==> config.mk <==
export PLATFORM = sky130hd
export DESIGN_NAME = amod_pipe_mult
export DESIGN_NICKNAME = d
export VERILOG_FILES = /design/src/rtl/amod_pkg.sv /design/src/rtl/amod_offset_conv.sv /design/src/rtl/amod_mac_stage.sv /design/src/rtl/amod_rescale_out.sv /design/src/rtl/amod_pipe_mult.sv
export SDC_FILE = /design/constraint.sdc
export NUM_CORES = 1
export LEC_CHECK = 0
export BUFFER_PORTS_ARGS = -buffer_cell sky130_fd_sc_hd__buf_4
export CAP_MARGIN = 30
export CORE_MARGIN = 4
export CORE_UTILIZATION = 63
export CTS_CLUSTER_SIZE = 24
export DETAILED_ROUTE_END_ITERATION = 8
export PLACE_DENSITY = 0.84
export SLEW_MARGIN = 20
export SYNTH_ARGS = -nofsm -noshare
export SYNTH_HDL_FRONTEND = slang
export SYNTH_SLANG_ARGS = --single-unit
==> constraint.sdc <==
create_clock -name clk -period 5.1 [get_ports clk]
set_clock_uncertainty 0.1 [all_clocks]
set_input_delay 0.255 -clock clk [delete_from_list [all_inputs] [get_ports clk]]
set_output_delay 0.255 -clock clk [all_outputs]
set_load 0.01 [all_outputs]
==> src/rtl/amod_pkg.sv <==
package amod_pkg;
  localparam int unsigned AMOD_SAMPLE_W = 12;
  typedef logic [AMOD_SAMPLE_W-1:0] amod_sample_t;
endpackage

==> src/rtl/amod_offset_conv.sv <==
module amod_offset_conv #(
  parameter int unsigned W = 12
) (
  input  logic [W-1:0]        carrier,
  output logic signed [W-1:0] offset
);
  // unsigned code minus half scale equals flipping the top bit
  function automatic logic signed [W-1:0] to_offset(input logic [W-1:0] c);
    return {~c[W-1], c[W-2:0]};
  endfunction

  always_comb offset = to_offset(carrier);
endmodule

==> src/rtl/amod_mac_stage.sv <==
module amod_mac_stage #(
  parameter int unsigned W     = 12,
  parameter int unsigned ACC_W = 24,
  parameter int unsigned BIT   = 0
) (
  input  logic                    clk,
  input  logic                    rst,
  input  logic                    in_v,
  input  logic signed [ACC_W-1:0] in_acc,
  input  logic signed [W-1:0]     in_off,
  input  logic [W-1:0]            in_mrem,
  output logic                    out_v,
  output logic signed [ACC_W-1:0] out_acc,
  output logic signed [W-1:0]     out_off,
  output logic [W-1:0]            out_mrem
);
  // one shifted carrier term, or nothing, per stage
  function automatic logic signed [ACC_W-1:0] term(input logic signed [W-1:0] off,
                                                   input logic take);
    logic signed [ACC_W-1:0] ext;
    ext = ACC_W'(off);
    return take ? (ext <<< BIT) : '0;
  endfunction

  logic stage_adds;
  assign stage_adds = in_v & in_mrem[0];

  always_ff @(posedge clk) begin
    if (rst) out_v <= 1'b0;
    else     out_v <= in_v;
    out_acc  <= in_acc + term(in_off, stage_adds);
    out_off  <= in_off;
    out_mrem <= in_mrem >> 1;
  end

  assert_valid_advance_R2: assert property (@(posedge clk) disable iff (rst)
    in_v |=> out_v);
  assert_bubble_advance_R4: assert property (@(posedge clk) disable iff (rst)
    !in_v |=> !out_v);
  assert_zero_bit_keeps_sum_R1: assert property (@(posedge clk) disable iff (rst)
    (in_v && !in_mrem[0]) |=> (out_acc == $past(in_acc)));
  assert_offset_carried_R1: assert property (@(posedge clk) disable iff (rst)
    in_v |=> (out_off == $past(in_off)));
endmodule

==> src/rtl/amod_rescale_out.sv <==
module amod_rescale_out #(
  parameter int unsigned W     = 12,
  parameter int unsigned ACC_W = 24
) (
  input  logic                    clk,
  input  logic                    rst,
  input  logic                    in_v,
  input  logic signed [ACC_W-1:0] in_acc,
  input  logic signed [W-1:0]     in_off,
  output logic                    out_v,
  output logic [W-1:0]            out_product
);
  localparam logic [W-1:0] MID     = W'(1) << (W-1);
  localparam logic [W-1:0] MAX_OUT = {{(W-1){1'b1}}, 1'b0};
  localparam longint ACC_LOW  = -(longint'(1) << (W-1)) * ((longint'(1) << W) - 1);
  localparam longint ACC_HIGH = ((longint'(1) << (W-1)) - 1) * ((longint'(1) << W) - 1);

  // upper half of the sum is floor(sum / 2^W); flipping its top bit adds half scale
  function automatic logic [W-1:0] rescale(input logic signed [ACC_W-1:0] a);
    return {~a[ACC_W-1], a[ACC_W-2:W]};
  endfunction

  logic rst_seen;

  always_ff @(posedge clk) begin
    rst_seen <= rst;
    if (rst) begin
      out_v       <= 1'b0;
      out_product <= MID;
    end else begin
      out_v <= in_v;
      if (in_v) out_product <= rescale(in_acc);
    end
  end

  always_ff @(posedge clk) begin
    if (rst_seen) begin
      assert_reset_clears_R5: assert (!out_v && out_product == MID);
    end
  end

  assert_out_range_R8: assert property (@(posedge clk) disable iff (rst)
    out_v |-> (out_product <= MAX_OUT));
  assert_acc_bounds_R8: assert property (@(posedge clk) disable iff (rst)
    in_v |-> (longint'(in_acc) >= ACC_LOW && longint'(in_acc) <= ACC_HIGH));
  assert_hold_idle_R9: assert property (@(posedge clk) disable iff (rst)
    !in_v |=> $stable(out_product));
  assert_mid_carrier_R7: assert property (@(posedge clk) disable iff (rst)
    (in_v && in_off == '0) |=> (out_product == MID));
endmodule

==> src/rtl/amod_pipe_mult.sv <==
module amod_pipe_mult #(
  parameter int unsigned DATA_W = amod_pkg::AMOD_SAMPLE_W
) (
  input  logic              clk,
  input  logic              rst,
  input  logic              samp_valid,
  input  logic [DATA_W-1:0] carrier_in,
  input  logic [DATA_W-1:0] modulator_in,
  output logic              prod_valid,
  output logic [DATA_W-1:0] prod_sample
);
  localparam int unsigned ACC_W  = 2 * DATA_W;
  localparam int unsigned STAGES = DATA_W;

  logic                    stage_v    [0:STAGES];
  logic signed [ACC_W-1:0] stage_acc  [0:STAGES];
  logic signed [DATA_W-1:0] stage_off [0:STAGES];
  logic [DATA_W-1:0]       stage_mrem [0:STAGES];

  amod_offset_conv #(.W(DATA_W)) u_conv (
    .carrier (carrier_in),
    .offset  (stage_off[0])
  );

  assign stage_v[0]    = samp_valid;
  assign stage_acc[0]  = '0;
  assign stage_mrem[0] = modulator_in;

  for (genvar k = 0; k < STAGES; k++) begin : g_stage
    amod_mac_stage #(.W(DATA_W), .ACC_W(ACC_W), .BIT(k)) u_stage (
      .clk      (clk),
      .rst      (rst),
      .in_v     (stage_v[k]),
      .in_acc   (stage_acc[k]),
      .in_off   (stage_off[k]),
      .in_mrem  (stage_mrem[k]),
      .out_v    (stage_v[k+1]),
      .out_acc  (stage_acc[k+1]),
      .out_off  (stage_off[k+1]),
      .out_mrem (stage_mrem[k+1])
    );
  end

  amod_rescale_out #(.W(DATA_W), .ACC_W(ACC_W)) u_out (
    .clk         (clk),
    .rst         (rst),
    .in_v        (stage_v[STAGES]),
    .in_acc      (stage_acc[STAGES]),
    .in_off      (stage_off[STAGES]),
    .out_v       (prod_valid),
    .out_product (prod_sample)
  );

  assert_bits_consumed_R1: assert property (@(posedge clk) disable iff (rst)
    stage_v[STAGES] |-> (stage_mrem[STAGES] == '0));
endmodule

==> run summary <==
final hold vios = 0
Clock Power Share = 41.6%
post-synthesis register bit count = 421
nets = 1,931
Root Buffer = clkbuf_16
GR Util All Layers = 21.94%
Initial DRC Count = 760
Antenna diodes = 0
initial antenna violation count = 0
largest net degree at the start of global routing = 26
crit path kind = register to register
setup bufs post-CTS = 0
first-pass GRT wire length = 56,670 um
ys flop type = dfxtp_1
Reg area = 8428 um^2
total negative slack = 0 ps
Resize count post-CTS = 0
Clk pin slew, worst setup/hold paths = 60 ps
R2R Setup Slk = 1670 ps
CTS tree = built
Critical Path Source Type = register
Port Buffer Count = 39
fmax = 0.2916 GHz
NetSw = 1631 uW
Rows = 60
Core ar. = 27,030 um^2
Detail Placement HPWL = 23,850 um
Bufs on Longest Clock Path = 3
unique cell type count in the Yosys netlist = 73
Synth top area share = 48.70%
mean routed wirelength per cell = 15.70 um
drc violations = 0
crit end category = register
asr flop ratio synth = 0%
Setup Viol. Count Final = 0
PD cells = 370.7 nW/um^2
final period utilization = 67.24%
worst hold path class = input port to register
Critical R2R Launch = g_stage[0].u_stage.out_v
die width = 173.7 um
IO Pins = 40
Worst-Skew Late Latency = 540 ps
status = finished clean
top cells by area, synth = dfxtp_1, ha_1, xnor2_1, and3_1, a21oi_1
Pins Over Slew Limit = 0
WP data required = 5380 ps
CP Cell Sequence = nand4_1 -> fa_1 -> nor2b_1 -> o21ai_0 -> a21boi_0 -> o21ai_0 -> a21oi_1 -> o21ai_0 -> a211oi_1 -> a31oi_1
sw frac = 22.61%
commonest non-fill, non-tap cell in the layout = dfxtp_1
Area growth, synth to finish = 12.46%
cell area after layout = 19,460 um^2
Slew @ Worst Pin = 764.5 ps
multi-input logic area = 8496 um^2
CTS sink count = 421
Worst path max stage delay = 660 ps
source of the worst hold timing path = rst
Pre-antenna DRT Iters = 5
internal power = 5583 uW
Cells after Synth = 1,690
Post-DRT Antenna Nets = 0
most frequent cells in the layout = dfxtp_1, and3_1, ha_1
Vias = 12.25k
number of global-route vias before repair = 12.19k
gr ovfl total = 0
synth warn = 0
syn_area_per_cell = 10.24 um^2
Crit path arrival time = 3710 ps
Most common cell on crit path = o21ai_0
relative slew slack = 48.96%
slowest CP cell = a211oi_1
Peak supply drop = 0.3179 mV
Die H = 173.7 um
Synth Cell Area = 17,310 um^2
effective utilization at floorplan = 64.04%
via/cell ratio = 5.771
Tot Pwr = 7214 uW
Tmin final = 3429 ps
Hold-fix buffers, CTS = 26
pre-CTS setup slack = 1881 ps
part of the power in combinational logic = 7.2%
placed inst area = 17,860 um^2
htree depth = 2
RSZ-0062 raised after global routing = no
Detailed Route WL = 33,340 um
RePlAce Congestion = 0.8925
Syn Nets = 1,867
Final WS setup = 1671 ps
crit-path max FO = 13
Post-synth EDFFs = 0
max_cap viols = 0
Static Leakage = 0.009114 uW
total CTS buffers = 41
Flop pwr share = 51.2%
die area = 30,190 um^2
Seq/Total Area, Yosys = 48.70%
crit path launch = g_stage[0].u_stage.out_v
largest area contributor in the netlist = dfxtp_1
share of cells above drive strength 1 = 7.464%
filler instances = 1,884
[stage by stage]
stage,util [%],cells,hold slack [ps]
finish,72.02,2123,29.62
global route,72.02,2123,24.81
CTS,72.02,2123,3.558
detailed placement,66.09,2026,212.1
global placement,66.09,2026,210.5
floorplan,-,1690,182.7
[cells by family after synthesis]
kind of cell / after synthesis / synth area share, %
buffers and inverters: 102 / 2.212
AO/OA/AOI/OAI: 337 / 13.09
multiplexers: 22 / 1.272
adder cells (fa/ha/maj): 150 / 11.32
XOR/XNOR: 150 / 7.591
AND/OR/NAND/NOR: 508 / 15.82
flip-flops: 421 / 48.70
[path summary, 6_finish.rpt]
| kind | end | cells after the start |
|---|---|---|
| setup reg to reg | g_stage[1].u_stage.out_acc[23] | 10 |
| setup / recovery | g_stage[1].u_stage.out_acc[23] | 10 |
| hold / removal | g_stage[2].u_stage.out_v | 2 |
| hold reg to reg | g_stage[5].u_stage.out_mrem[1] | 0 |
[cell usage after synthesis, types with 22 or more instances]
| master | instances |
|---|---|
| nand3_1 | 43 |
| a21o_1 | 32 |
| a31oi_1 | 25 |
| o21ai_0 | 57 |
| and3_1 | 140 |
| inv_1 | 58 |
| a21oi_1 | 93 |
| nor2_1 | 96 |
| nor2b_1 | 25 |
| ha_1 | 139 |
| mux2i_1 | 22 |
| nand2_1 | 59 |
| dfxtp_1 | 421 |
| nor3_1 | 41 |
| clkbuf_1 | 42 |
| xnor2_1 | 104 |
| xor2_1 | 46 |
[final cells by class]
cell class,instances,share of cell area [%]
clock buffers,58,5.753
clock inverters,13,1.144
inverters,58,1.119
multi-input cells,1167,43.65
flip-flops and latches,421,43.30
well taps,341,2.192
repair buffers,65,2.841
[power by group through the flow]
stage	sequential [uW]	clock (uW)	combinational [uW]
finish	3690	3000	521
global placement	3760	0	475
global route	3720	3210	586
floorplan	3690	0	413
CTS	3690	3060	518
detailed placement	3760	0	491
[worst max-delay path, delay by kind of cell (launching register included)]
family	cells	cell delay, ps
AOI/OAI and AO/OA	7	1870
DFF	1	510
adders and majority gates	1	450
and+or+nand+nor	2	340
[sequential cells by signal (all words and copies together), names as in the netlist]
register                  count
g_stage.u_stage.out_acc     198
g_stage.u_stage.out_off     132
g_stage.u_stage.out_mrem     66
g_stage.u_stage.out_v        12
u_out.out_product            12
u_out.out_v                   1
[metal layers]
layer | routed length [um] | global-route usage (%) | up-vias
met1 | 14300 | 25.66 | 5735
li1 | - | - | 6180
met3 | 1016 | 2.944 | 89
met5 | 0 | 0 | -
met4 | 908 | 6.928 | 0
met2 | 17120 | 41.43 | 247
No activity file was read; power rests on OpenSTA's default activity.
